**config.mk**
```make
export PLATFORM = sky130hd
export DESIGN_NAME = legacy_mem_decoder
export DESIGN_NICKNAME = d
export VERILOG_FILES = /design/src/rtl/legacy_dec_pkg.sv /design/src/rtl/lmd_cfg_regs.sv /design/src/rtl/lmd_attr_select.sv /design/src/rtl/legacy_mem_decoder.sv
export SDC_FILE = /design/constraint.sdc
export NUM_CORES = 1
export LEC_CHECK = 0
export BUFFER_PORTS_ARGS = -buffer_cell sky130_fd_sc_hd__buf_2
export CAP_MARGIN = 20
export CORE_MARGIN = 4
export CORE_UTILIZATION = 46
export CTS_CLUSTER_DIAMETER = 30
export DETAILED_ROUTE_END_ITERATION = 8
export PLACE_DENSITY = 0.74
export SLEW_MARGIN = 20
export SYNTH_ARGS = -nofsm -noshare
export SYNTH_HDL_FRONTEND = slang
export SYNTH_SLANG_ARGS = --single-unit
```
**constraint.sdc**
```tcl
create_clock -name clk_i -period 5.9 [get_ports clk_i]
set_input_delay 1.18 -clock clk_i [delete_from_list [all_inputs] [get_ports clk_i]]
set_output_delay 1.18 -clock clk_i [all_outputs]
set_load 0.02 [all_outputs]
```
**src/rtl/legacy_dec_pkg.sv**
```systemverilog
`timescale 1ns/1ps
package legacy_dec_pkg;

  localparam int unsigned SMR_SMM_EN_BIT = 3;
  localparam int unsigned SMR_LOCK_BIT   = 4;
  localparam int unsigned SMR_OPEN_BIT   = 6;

  typedef enum logic [1:0] {
    ROUTE_DRAM = 2'd0,
    ROUTE_BUS  = 2'd1,
    ROUTE_DROP = 2'd2
  } route_e;

  // bit0: reads to DRAM, bit1: writes to DRAM
  function automatic route_e attr_route(input logic [1:0] attr, input logic is_write);
    if (!is_write) return attr[0] ? ROUTE_DRAM : ROUTE_BUS;
    if (attr[1]) return ROUTE_DRAM;
    return (attr == 2'd1) ? ROUTE_DROP : ROUTE_BUS;
  endfunction

endpackage

```
**src/rtl/lmd_cfg_regs.sv**
```systemverilog
`timescale 1ns/1ps
module lmd_cfg_regs
  import legacy_dec_pkg::*;
#(
  parameter int unsigned CFG_AW    = 8,
  parameter int unsigned NUM_PAM   = 7,
  parameter int unsigned PAM_BASE  = 'h59,
  parameter int unsigned SMR_OFF   = 'h72,
  parameter logic [7:0]  SMR_RESET = 8'h02
) (
  input  logic                 clk_i,
  input  logic                 rst_ni,
  input  logic                 cfg_we_i,
  input  logic [CFG_AW-1:0]    cfg_addr_i,
  input  logic [7:0]           cfg_wdata_i,
  output logic [NUM_PAM*8-1:0] pam_o,
  output logic [7:0]           smram_o
);

  localparam logic [CFG_AW-1:0] SMR_ADDR = CFG_AW'(SMR_OFF);

  for (genvar gi = 0; gi < NUM_PAM; gi++) begin : g_pam
    localparam logic [CFG_AW-1:0] OFF = CFG_AW'(PAM_BASE + gi);
    logic [7:0] q;
    always_ff @(posedge clk_i or negedge rst_ni) begin
      if (!rst_ni)                           q <= '0;
      else if (cfg_we_i && cfg_addr_i == OFF) q <= cfg_wdata_i;
    end
    assign pam_o[gi*8 +: 8] = q;
  end

  logic [7:0] smr_q, smr_d;

  always_comb begin
    smr_d = cfg_wdata_i;
    if (smr_q[SMR_LOCK_BIT]) begin
      smr_d[SMR_LOCK_BIT] = 1'b1;
      smr_d[SMR_OPEN_BIT] = 1'b0;
    end else if (cfg_wdata_i[SMR_LOCK_BIT]) begin
      smr_d[SMR_OPEN_BIT] = 1'b0;
    end
  end

  always_ff @(posedge clk_i or negedge rst_ni) begin
    if (!rst_ni)                               smr_q <= SMR_RESET;
    else if (cfg_we_i && cfg_addr_i == SMR_ADDR) smr_q <= smr_d;
  end

  assign smram_o = smr_q;

endmodule

```
**src/rtl/lmd_attr_select.sv**
```systemverilog
`timescale 1ns/1ps
module lmd_attr_select #(
  parameter int unsigned ADDR_W    = 32,
  parameter int unsigned SEG_COUNT = 12,
  parameter int unsigned SEG_SHIFT = 14,
  parameter int unsigned EXP_BASE  = 'hC0000,
  parameter int unsigned NUM_PAM   = 7
) (
  input  logic [NUM_PAM*8-1:0] pam_i,
  input  logic [ADDR_W-1:0]    addr_i,
  output logic                 in_range_o,
  output logic [1:0]           attr_o
);

  localparam int unsigned IDX_W   = $clog2(SEG_COUNT + 1);
  localparam int unsigned SEG_SZ  = 1 << SEG_SHIFT;
  localparam int unsigned TOP_END = EXP_BASE + SEG_COUNT * SEG_SZ + 4 * SEG_SZ;
  localparam logic [ADDR_W-1:0] LO = ADDR_W'(EXP_BASE);
  localparam logic [ADDR_W-1:0] HI = ADDR_W'(TOP_END);

  logic [1:0] seg_attr [SEG_COUNT+1];
  logic [NUM_PAM*8-1:0] used_mask;

  for (genvar gi = 0; gi < SEG_COUNT; gi++) begin : g_seg
    localparam int unsigned POS = (1 + gi / 2) * 8 + (gi % 2) * 4;
    assign seg_attr[gi] = pam_i[POS +: 2];
    assign used_mask[POS +: 2] = 2'b11;
    assign used_mask[POS + 2 +: 2] = 2'b00;
  end
  if (SEG_COUNT % 2 == 1) begin : g_odd_tail
    assign used_mask[NUM_PAM*8-4 +: 4] = 4'b0000;
  end
  assign seg_attr[SEG_COUNT] = pam_i[4 +: 2];  // top 64 KB segment
  assign used_mask[7:0] = 8'b0011_0000;

  logic unused_pam_bits;
  assign unused_pam_bits = ^(pam_i & ~used_mask);

  logic [ADDR_W-1:0] offset, idx_raw;
  logic [IDX_W-1:0]  idx;

  always_comb begin
    in_range_o = (addr_i >= LO) && (addr_i < HI);
    offset     = addr_i - LO;
    idx_raw    = offset >> SEG_SHIFT;
    idx        = (idx_raw >= ADDR_W'(SEG_COUNT)) ? IDX_W'(SEG_COUNT) : idx_raw[IDX_W-1:0];
    attr_o     = seg_attr[idx];
  end

endmodule

```
**src/rtl/legacy_mem_decoder.sv**
```systemverilog
`timescale 1ns/1ps
module legacy_mem_decoder
  import legacy_dec_pkg::*;
#(
  parameter int unsigned ADDR_W    = 32,
  parameter int unsigned SEG_COUNT = 12,
  parameter int unsigned SEG_SHIFT = 14
) (
  input  logic              clk_i,
  input  logic              rst_ni,
  input  logic              cfg_we_i,
  input  logic [7:0]        cfg_addr_i,
  input  logic [7:0]        cfg_wdata_i,
  input  logic              smm_active_i,
  input  logic [ADDR_W-1:0] req_addr_i,
  input  logic              req_we_i,
  output logic              route_dram_o,
  output logic              route_bus_o,
  output logic              route_drop_o
);

  localparam int unsigned NUM_PAM  = 1 + (SEG_COUNT + 1) / 2;
  localparam int unsigned WIN_BASE = 'hA0000;
  localparam int unsigned EXP_BASE = 'hC0000;
  localparam logic [ADDR_W-1:0] WIN_LO = ADDR_W'(WIN_BASE);
  localparam logic [ADDR_W-1:0] WIN_HI = ADDR_W'(EXP_BASE);

  logic [NUM_PAM*8-1:0] pam_q;
  logic [7:0]           smram_q;
  logic                 in_pam;
  logic [1:0]           seg_attr;

  lmd_cfg_regs #(
    .CFG_AW (8),
    .NUM_PAM(NUM_PAM)
  ) i_regs (
    .clk_i      (clk_i),
    .rst_ni     (rst_ni),
    .cfg_we_i   (cfg_we_i),
    .cfg_addr_i (cfg_addr_i),
    .cfg_wdata_i(cfg_wdata_i),
    .pam_o      (pam_q),
    .smram_o    (smram_q)
  );

  lmd_attr_select #(
    .ADDR_W   (ADDR_W),
    .SEG_COUNT(SEG_COUNT),
    .SEG_SHIFT(SEG_SHIFT),
    .EXP_BASE (EXP_BASE),
    .NUM_PAM  (NUM_PAM)
  ) i_sel (
    .pam_i     (pam_q),
    .addr_i    (req_addr_i),
    .in_range_o(in_pam),
    .attr_o    (seg_attr)
  );

  logic   in_win, win_open;
  route_e route;

  logic unused_smram;
  assign unused_smram = ^{smram_q[7], smram_q[5], smram_q[2:0]};

  always_comb begin
    in_win   = (req_addr_i >= WIN_LO) && (req_addr_i < WIN_HI);
    win_open = smram_q[SMR_OPEN_BIT] | (smm_active_i & smram_q[SMR_SMM_EN_BIT]);
    if (in_win)      route = win_open ? ROUTE_DRAM : ROUTE_BUS;
    else if (in_pam) route = attr_route(seg_attr, req_we_i);
    else             route = ROUTE_DRAM;
  end

  assign route_dram_o = (route == ROUTE_DRAM);
  assign route_bus_o  = (route == ROUTE_BUS);
  assign route_drop_o = (route == ROUTE_DROP);

endmodule

```
==> impl_metrics.tcl <==
set metrics [dict create \
    outcome "finished clean" \
    cts_hold_repair.buffers 0 \
    p_leak_nw 0.917 \
    synth_edf_count 0 \
    whs_ns 0.485 \
    fin_area_um2 1850 \
    arrival_ns 3.33 \
    irDropWorstVdd_mv 0.160 \
    synthFlopType "dfrtp_1" \
    wire_per_inst_um 16.0 \
    ant_nets 0 \
    post_cts.repair.setup_buffers 0 \
    hold_class "reg -> reg" \
    rsz0062_at_grt "no" \
    synthTopCellsByArea "dfrtp_1 (46%), mux2_1 (14%), mux2_2 (5.7%), mux4_2 (4.3%), mux2i_1 (2.5%)" \
    num_rows 20 \
    cts.sinks 29 \
    die_h_um 66.5 \
    crit_path_start_kind "input pin" \
    viasPerCell 5.47 \
    met3_length_um 220 \
    skew_ns 0.0000363 \
    start_util 0.499 \
    postSynthNetCount 185 \
    yosysSeqAreaShare 0.461 \
    grt_first_pass_wirelength_um 5880 \
    area_growth_pct 17.7 \
    grt_usage 0.184 \
    antenna_found_initial 0 \
    synth.largest_area_cell "dfrtp_1" \
    overflow 0 \
    fp.coreArea_um2 3150 \
    min_from "i_regs.smram_o[4]" \
    synthArstFlopShare 1.00 \
    clock_latency_ns 0.33 \
    max_clock_freq_mhz 222 \
    layout.nets 228 \
    tightest_slew_ns 0.980 \
    critPathMaxFanout 4 \
    grt_pass1_vias 1196 \
    rr_worst_depth 1 \
    yosysUniqueCellTypes 38 \
    synth.most_common_cell "dfrtp_1" \
    wl_met2_um 1700 \
    root_buffer "clkbuf_4" \
    antenna_cells 0 \
    vias 1203 \
    routed.top_layer "met4" \
    min_to "i_regs.smram_o[4]" \
    clock_path_buffers 2 \
    cts_tree "done" \
    fp.dieW_um 66.5 \
    reg2reg_to "i_regs.g_pam[6].q[1]" \
    period_needed_ns 4.51 \
    grt_max_degree 30 \
    numCtsBuffers 5 \
    numPortBuffers 39 \
    wirelength_um 3520 \
    maxCapViolations 0 \
    clkTransAtPathRegs_ns 0.09 \
    cts-htree-levels 2 \
    whs_path_depth 1 \
    synth-seq-cells 29 \
    yosys-top-cells-count "dfrtp_1 (29), mux2_1 (19), nor2_1 (9)" \
    power_density_nw_per_um2 202 \
    synth_warnings 0 \
    layout_setup_ws_ns 1.39 \
    timing.final.crit_share 0.765 \
    synthesis.area_um2 1570 \
    finalSetupTns_ns 0 \
    final_max_slew_viol_count 0 \
    postPlaceCellArea_um2 1800 \
    met1_length_um 1520 \
    synth.avg_cell_area_um2 11.9 \
    worstSetupEndpointType "output port" \
    io_pins 56 \
    first_pass_iters 4 \
    critPathRequiredTime_ns 4.72 \
    worstSetupPathType "in -> out" \
    cts.repair.resized 0 \
    r2r-start "i_regs.g_pam[6].q[1]" \
    placedCellCount 212 \
    fp.dieArea_um2 4420 \
    drtIter0Drc 36 \
    finalNonFillerCells 220 \
    drive_gt1_frac 0.364 \
    syn_inst 132 \
    utilization 0.587 \
    relSlewSlack 0.337 \
    drc_errors 0 \
    yosysTopAreaCellShare 0.461 \
    place_ws_ns 1.39 \
    dp_hpwl_um 2770 \
    place_congestion 0.870 \
    setup_viol 0 \
    hold_viol_final 0 \
    regToRegSetupSlack_ns 5.10 \
    power_uw 374 \
]
flip-flops by register name, indices dropped and copies added (netlist names):
register,flops
i_regs.g_pam.q,26
i_regs.smram_o,3
critical path, cell delays in order:
cell	delay (ns)
buf_2	0.10
or4_4	0.55
or4_4	0.58
a211oi_2	0.21
a21oi_1	0.09
o31ai_2	0.27
a221o_1	0.19
buf_2	0.16
final cells by class:
class | count | area (um^2)
clock buffers | 8 | 48.8
multi-input cells | 95 | 807
fillers | 278 | 1300
flip-flops and latches | 29 | 726
inverters | 5 | 18.8
well taps | 44 | 55.1
repair buffers | 39 | 195
per-layer routing:
layer | vias up | GRT usage
met5 | - | 0
met4 | 0 | 0.0812
met3 | 9 | 0.0523
met2 | 38 | 0.296
met1 | 575 | 0.228
li1 | 581 | -
where the power goes:
part           leakage (nW)  switching, mW  total [mW]  internal (mW)
clock                0.0265         0.0658       0.113         0.0474
combinational         0.491         0.0255      0.0488         0.0232
sequential            0.400        0.00464       0.212          0.208
total                 0.917         0.0959       0.374          0.278
cells in the final DEF (no fill, tap or decap), drive strengths merged:
master,n
buf,39
dfrtp,29
mux2,27
nor2,9
nand2,8
clkbuf,8
inv,5
nand3,4
a21oi,4
mux2i,4
o21ai,4
or4,3
mux4,3
nor2b,3
nor3,3
a22oi,2
nand4,2
nand2b,2
o31ai,2
or3,1
nand3b,1
nor4,1
or2b,1
a211oi,1
a31oi,1
nor3b,1
a311oi,1
and3,1
a221o,1
o2111a,1
nor4b,1
and3b,1
nand4b,1
o21bai,1
cells by family (layout without fill, tap and decap cells):
family | after synthesis | in the layout | synth area share
muxes | 34 | 34 | 0.262
AOI/OAI and AO/OA | 18 | 18 | 0.0835
DFF | 29 | 29 | 0.461
and+or+nand+nor | 43 | 43 | 0.168
buffers and inverters | 8 | 52 | 0.0255
how the worst max path moves through the flow:
stage | from | to | slack (ns)
global route | req_addr_i[31] | route_dram_o | 1.27
finish | req_addr_i[31] | route_dram_o | 1.39
floorplan | req_addr_i[14] | route_bus_o | 1.60
global placement | req_addr_i[31] | route_dram_o | 1.46
CTS | req_addr_i[31] | route_dram_o | 1.38
detailed placement | req_addr_i[31] | route_dram_o | 1.39
Power figures use the tool's default switching activity.
